File: src/rtl/line_code_pkg.sv
package line_code_pkg;

  typedef enum logic [1:0] {
    LC_NRZ   = 2'b00,
    LC_NRZI  = 2'b01,
    LC_RZ    = 2'b10,
    LC_MANCH = 2'b11
  } lineCode_e;

  // strobes from slot control to the coding datapath
  typedef struct packed {
    logic takeBit;     // the coming edge opens a first half-bit slot
    logic secondSlot;  // the coming edge opens a second half-bit slot
  } slotStb_t;

endpackage

File: src/rtl/line_code_ctrl.sv
module line_code_ctrl
  import line_code_pkg::*;
(
  input  logic     clk,
  input  logic     rstN,
  output slotStb_t stb
);

  logic phase;

  always_ff @(posedge clk or negedge rstN) begin
    if (!rstN) phase <= 1'b0;
    else       phase <= ~phase;
  end

  assign stb.takeBit    = ~phase;
  assign stb.secondSlot = phase;


  take_then_second_chk: assert property (@(posedge clk) disable iff (!rstN)
    stb.takeBit |=> stb.secondSlot);


  second_then_take_chk: assert property (@(posedge clk) disable iff (!rstN)
    stb.secondSlot |=> stb.takeBit);

endmodule

File: src/rtl/line_code_dp.sv
module line_code_dp
  import line_code_pkg::*;
#(
  parameter bit MANCH_ONE_RISING = 1'b1
) (
  input  logic      clk,
  input  logic      rstN,
  input  slotStb_t  stb,
  input  logic      dataIn,
  input  lineCode_e modeIn,
  output logic      codeOut
);

  lineCode_e modeReg;
  logic      bitReg;
  logic      levelReg;
  logic      nextLevel;
  logic      manchLead;
  logic      manchTrail;
  logic      firstVal;
  logic      secondVal;

  generate
    if (MANCH_ONE_RISING) begin : gManchRise
      assign manchLead  = ~dataIn;
      assign manchTrail = bitReg;
    end else begin : gManchFall
      assign manchLead  = dataIn;
      assign manchTrail = ~bitReg;
    end
  endgenerate

  always_comb begin
    nextLevel = (modeIn == LC_NRZI) ? (levelReg ^ dataIn) : levelReg;
    case (modeIn)
      LC_NRZ:   firstVal = dataIn;
      LC_NRZI:  firstVal = nextLevel;
      LC_RZ:    firstVal = dataIn;
      default:  firstVal = manchLead;
    endcase
    case (modeReg)
      LC_NRZ:   secondVal = bitReg;
      LC_NRZI:  secondVal = levelReg;
      LC_RZ:    secondVal = 1'b0;
      default:  secondVal = manchTrail;
    endcase
  end

  always_ff @(posedge clk or negedge rstN) begin
    if (!rstN) begin
      modeReg  <= LC_NRZ;
      bitReg   <= 1'b0;
      levelReg <= 1'b0;
      codeOut  <= 1'b0;
    end else if (stb.takeBit) begin
      modeReg  <= modeIn;
      bitReg   <= dataIn;
      levelReg <= nextLevel;
      codeOut  <= firstVal;
    end else begin
      codeOut  <= secondVal;
    end
  end


  nrz_follow_chk: assert property (@(posedge clk) disable iff (!rstN)
    (stb.takeBit && modeIn == LC_NRZ) |=> (codeOut == $past(dataIn)));


  flat_bit_chk: assert property (@(posedge clk) disable iff (!rstN)
    (stb.secondSlot && (modeReg == LC_NRZ || modeReg == LC_NRZI)) |=> $stable(codeOut));


  rz_low_tail_chk: assert property (@(posedge clk) disable iff (!rstN)
    (stb.secondSlot && modeReg == LC_RZ) |=> !codeOut);


  manch_mid_edge_chk: assert property (@(posedge clk) disable iff (!rstN)
    (stb.secondSlot && modeReg == LC_MANCH) |=> (codeOut != $past(codeOut)));


  nrzi_zero_hold_chk: assert property (@(posedge clk) disable iff (!rstN)
    (stb.takeBit && modeIn == LC_NRZI && !dataIn) |=> (codeOut == $past(levelReg)));

endmodule

File: src/rtl/line_code_encoder.sv
module line_code_encoder
  import line_code_pkg::*;
#(
  parameter bit MANCH_ONE_RISING = 1'b1
) (
  input  logic       clk,
  input  logic       rstN,
  input  logic       dataIn,
  input  logic [1:0] modeSel,
  output logic       codeOut
);

  slotStb_t  stb;
  lineCode_e modeIn;

  assign modeIn = lineCode_e'(modeSel);

  line_code_ctrl uCtrl (
    .clk  (clk),
    .rstN (rstN),
    .stb  (stb)
  );

  line_code_dp #(
    .MANCH_ONE_RISING (MANCH_ONE_RISING)
  ) uDp (
    .clk     (clk),
    .rstN    (rstN),
    .stb     (stb),
    .dataIn  (dataIn),
    .modeIn  (modeIn),
    .codeOut (codeOut)
  );


  reset_low_chk: assert property (@(posedge clk) !rstN |-> !codeOut);

endmodule

File: config.mk
export PLATFORM = sky130hd
export DESIGN_NAME = line_code_encoder
export DESIGN_NICKNAME = d
export VERILOG_FILES = /design/src/rtl/line_code_pkg.sv /design/src/rtl/line_code_ctrl.sv /design/src/rtl/line_code_dp.sv /design/src/rtl/line_code_encoder.sv
export SDC_FILE = /design/constraint.sdc
export NUM_CORES = 1
export LEC_CHECK = 0
export BUFFER_PORTS_ARGS = -buffer_cell sky130_fd_sc_hd__buf_2
export CORE_AREA = 2 2 39 41
export DETAILED_ROUTE_END_ITERATION = 8
export DIE_AREA = 0 0 41 43
export SYNTH_ARGS = -nofsm -noshare
export SYNTH_HDL_FRONTEND = slang
export SYNTH_SLANG_ARGS = --single-unit
File: constraint.sdc
create_clock -name clk -period 2.89 [get_ports clk]
set_input_delay 0.7225 -clock clk [delete_from_list [all_inputs] [get_ports clk]]
set_output_delay 0.7225 -clock clk [all_outputs]
set_load 0.02 [all_outputs]
Word level (Yosys, flattened, before mapping)
Index checks and enable logic that the tools add are counted.
- equality and inequality tests: 4
- mux-type cells: 4
- bitwise operators: 3
- reduce and logical (&&, ||, !) cells: 2
- operators by type and width (operator ; count):
    == test 2 x 1 -> 1 bit, second input constant ; 2
    == test 2 bit, second input constant ; 2
    case mux 1 bit (2 select lines) ; 2
    zero test 2 bit ; 1
    2-to-1 mux 1 bit ; 2
    inverter 1 bit ; 2
    OR reduction 2 bit ; 1
    XOR 1 bit ; 1
- register bits: 6
- input bits: 5
- output and inout port bits: 1
- logic and storage cells: 18

Depth between registers and ports, before layout
- word-level depth: 4
- gate-level depth with buffers: 5
- gate-level depth less buffers: 5

Modules after synthesis
A second synthesis with hierarchy kept.
- cells, all modules: 21
- area, all modules: 261.5 um^2
- modules (own cells, without submodules) (module ; instances ; cells each ; area each (um^2) ; sequential area each (um^2)):
    line_code_dp ; 1 ; 18 ; 225.2 ; 125.1
    line_code_ctrl ; 1 ; 3 ; 36.3 ; 25.0

Worst setup path before layout
OpenSTA, ideal clock, no wires.
- path kind: in2reg
- start: input port modeSel[1]
- end: register uDp.codeOut
- arrival: 1.117 ns
- required time: 2.763 ns
- slack: 1.646 ns
- stages on the path: 3
- path through: o21ai_0 xor2_1 a21oi_1
- cells in the longest elaborated chain, start to end: 4
- elaborated cells on any way between the ends: 7
- those cells by class: eq/ne: 2; mux: 3; reduce/logical: 2
- ends and longest elaborated chain (item ; line ; text):
    from (decl) ; line_code_encoder.sv:9 ; input logic [1:0] modeSel,
    == test 2 x 1 -> 1 bit (tied with other cells) ; line_code_dp.sv:34, line_code_dp.sv:35 ;
    2-to-1 mux 1 bit or OR reduction 2 bit (tied branches) ; -- ;
    case mux 1 bit (2 select lines) * ; line_code_dp.sv:35 ; case (modeIn)
    2-to-1 mux 1 bit * ; line_code_dp.sv:55 ; end else if (stb.takeBit) begin
    to (signal assigned) ; line_code_dp.sv:59 ; codeOut <= firstVal;
    to (signal assigned) ; line_code_dp.sv:61 ; codeOut <= secondVal;
    to (decl) ; line_code_dp.sv:11 ; output logic codeOut
Mark *: on every way between the ends. The rest lies on a longest branch, timed or not.
A chain may end at the register's enable or synchronous reset.

Final worst setup path
- start: register uDp.codeOut
- end: output port codeOut
- RTL lines (item ; line ; text):
    to (decl) ; line_code_encoder.sv:10 ; output logic codeOut
No word-level cell between the ends.

==> summary.json <==
{
  "status": {
    "result_of_the_run": "completed"
  },
  "routing": {
    "remaining_drc_errors": 0,
    "drtPass1Iterations": 2,
    "num_vias": 173,
    "starting_drt_drc_count": 3,
    "postRouteWirelength_um": 421,
    "drt-vias-per-instance": 4.023,
    "routedWlPerCell_um": 9.791,
    "drt.antenna.violating_nets": 0
  },
  "timing": {
    "rsz0062_at_grt": "false",
    "total_negative_setup_slack_ns": 0,
    "finalCriticalPeriod_ns": 1.464,
    "fin_skew_ns": 0.002776,
    "maximum_clock_frequency_mhz": 683.0,
    "timing.max_slew.rel_slack_pct": 86.73,
    "drv_slew": 0,
    "post-route-worst-setup-slack_ns": 1.426,
    "setup_viol_count_final": 0,
    "hold_violations": 0,
    "worstMarginPinSlew_ns": 0.1969,
    "layout_worst_path_cycle_share_pct": 50.66
  },
  "cts": {
    "cts_inserted_buffers": 3,
    "clkSinkCount": 6,
    "ctsRootBufferMaster": "sky130_fd_sc_hd__clkbuf_4",
    "post_cts.resized_instances": 0,
    "cts_tree": "yes",
    "cts.reportedPaths.clkPinSlew_ns": 0.05,
    "cts_hold_buf": 0,
    "postCtsSetupRepairBufs": 0,
    "number_of_levels_the_h_tree_was_split_into": 1,
    "clock_tree.buffer_depth": 2,
    "skew_pair_late_insertion_delay_ns": 0.24
  },
  "cells_and_area": {
    "final_core_util_pct": 23.69,
    "drive_gt1_share_pct": 40.74,
    "area_delta_synth_final_pct": 25.96,
    "antenna_cells_inserted": 0,
    "num-fill-cells": 149,
    "design.final.nets": 35
  },
  "logic_synthesis": {
    "synth_async_sr_flop_share_pct": 100.0,
    "synth_area_leader_cell": "sky130_fd_sc_hd__dfrtp_1",
    "synth.top_cells.by_count": "6 x sky130_fd_sc_hd__dfrtp_1, 3 x sky130_fd_sc_hd__mux2_2, 2 x sky130_fd_sc_hd__inv_1, 2 x sky130_fd_sc_hd__xor2_1",
    "ys_ff_latch": 6,
    "yosysWarnings": 0,
    "ys_seq_area_share_pct": 57.69,
    "post_synth_inst_count": 19,
    "synth-edff-count": 0,
    "syn_nets": 25,
    "count_of_different_cell_masters_after_synthesis": 10,
    "netlist_area_um2": 260.3,
    "synth.avg_cell_area_um2": 13.70,
    "ys_top_cells_by_area": "sky130_fd_sc_hd__dfrtp_1 58%, sky130_fd_sc_hd__mux2_2 13%, sky130_fd_sc_hd__xor2_1 6.7%, sky130_fd_sc_hd__and4bb_1 4.8%, sky130_fd_sc_hd__ha_1 4.8%",
    "synthFlopType": "sky130_fd_sc_hd__dfrtp_1",
    "synth_top_area_share_pct": 57.69,
    "synthMostInstantiatedCell": "sky130_fd_sc_hd__dfrtp_1"
  },
  "power": {
    "share_seq_of_total_power_pct": 50.4,
    "internal_power_mw": 0.1568,
    "share_clk_of_total_power_pct": 36.2,
    "power_frac_comb_pct": 13.3,
    "p_leak_nw": 0.1659,
    "swShare_pct": 24.81,
    "power_switching_mw": 0.05174,
    "power.density_mw_per_mm2": 636.2,
    "irDropWorstVdd_uv": 356.9,
    "power.total_mw": 0.2086
  },
  "grt": {
    "grt_pass1_vias": 171,
    "pin_count_of_the_biggest_net_entering_global_routing": 7,
    "grt.total_usage_pct": 6.471,
    "grt.overflow.total": 0,
    "initial_antenna_violation_count": 0,
    "first_pass_grt_wire_length_um": 703
  },
  "die": {
    "horizontal_die_dimension_um": 41,
    "die_area_mm2": 0.001763,
    "initial_core_util_pct": 18.81,
    "core_mm2": 0.001384,
    "floorplan.die.height_um": 43,
    "std_cell_rows": 14,
    "design.portCount": 6
  },
  "worst_setup_path": {
    "critPathKind": "reg2out",
    "crit_arrival_ns": 0.74,
    "critical_path.startpoint_type": "register",
    "required_time_at_the_endpoint_of_the_critical_path_ns": 2.17,
    "worst_setup_path_end_kind": "primary output",
    "max_stage_delay_ns": 0.35,
    "worstPathBufferInverterCount": 1,
    "crit_slowest_cell": "sky130_fd_sc_hd__dfrtp_1",
    "crit_path_max_fanout": 1,
    "cp_cell_instances": "buf_2",
    "timing.critical_path.max_delay_family": "flip-flops"
  },
  "hold_path": {
    "hold_path.class": "in2async"
  },
  "place": {
    "gp_congestion": 0.6844,
    "portBuffers": 5,
    "detailedPlacementHpwl_um": 329.6,
    "worst_setup_slack_before_clock_tree_synthesis_ns": 1.483
  },
  "job": {
    "maxCapViolations": 0
  }
}
kinds of logic after synthesis:
logic type	synth area share, %
compound gates	6.728
fa+ha+maj	4.807
flops	57.69
mux	12.98
xor+xnor	6.732
simple gates	8.173
buf+inv	2.886
metal layers:
layer	vias up	global-route usage, %	wire length, µm
met5	-	0	0
met3	0	6.283	57
met2	8	6.563	162
met1	80	9.211	201
li1	85	-	-
met4	0	2.000	0
worst paths after layout:
check,startpoint,endpoint,slack [ns],cells past startpoint
setup / recovery,uDp.codeOut,codeOut,1.43,1
hold / removal,rstN,uDp.bitReg,0.30,1
setup reg to reg,uDp.modeReg[1],uDp.codeOut,1.67,5
hold reg to reg,uDp.levelReg,uDp.levelReg,0.50,1
max in group asynchronous,rstN,uDp.modeReg[0],2.44,1
min in group clk,uDp.levelReg,uDp.levelReg,0.50,1
sequential cells by signal (all words and copies together), names as in the netlist:
name,count
uDp.modeReg,2
uCtrl.phase,1
uDp.bitReg,1
uDp.codeOut,1
uDp.levelReg,1
power groups by stage:
stage / clock network (mW) / logic (mW) / registers (mW)
after global routing: 0.0866 / 0.0309 / 0.107
after global placement: 0 / 0.0276 / 0.106
after detailed placement: 0 / 0.0280 / 0.107
final: 0.0756 / 0.0278 / 0.105
after CTS: 0.0813 / 0.0281 / 0.106
after floorplan: 0 / 0.0137 / 0.108
layout by cell type, fill, tap and decap left out:
cell type                  count
sky130_fd_sc_hd__a211oi_1      1
sky130_fd_sc_hd__a21oi_1       1
sky130_fd_sc_hd__and3b_1       1
sky130_fd_sc_hd__and4bb_1      1
sky130_fd_sc_hd__buf_2         5
sky130_fd_sc_hd__clkbuf_4      3
sky130_fd_sc_hd__dfrtp_1       6
sky130_fd_sc_hd__ha_1          1
sky130_fd_sc_hd__inv_1         2
sky130_fd_sc_hd__mux2_2        3
sky130_fd_sc_hd__o21ai_0       1
sky130_fd_sc_hd__xor2_1        2
cell type report:
class | instances | area [µm²] | area share [%]
flip-flops and latches | 6 | 150.1 | 45.80
well taps | 16 | 20.02 | 6.107
multi-input cells | 11 | 102.6 | 31.30
repair buffers | 5 | 25.02 | 7.634
clock buffers | 3 | 22.52 | 6.870
inverters | 2 | 7.507 | 2.290
through the flow:
step,hold slack [ns],cells,instance area (µm²)
floorplan,0.4269,19,260.3
global placement,0.4819,40,305.3
detailed placement,0.4941,40,305.3
CTS,0.2925,43,327.8
global route,0.2964,43,327.8
finish,0.2990,43,327.8
(Power assumes the default switching activity.)
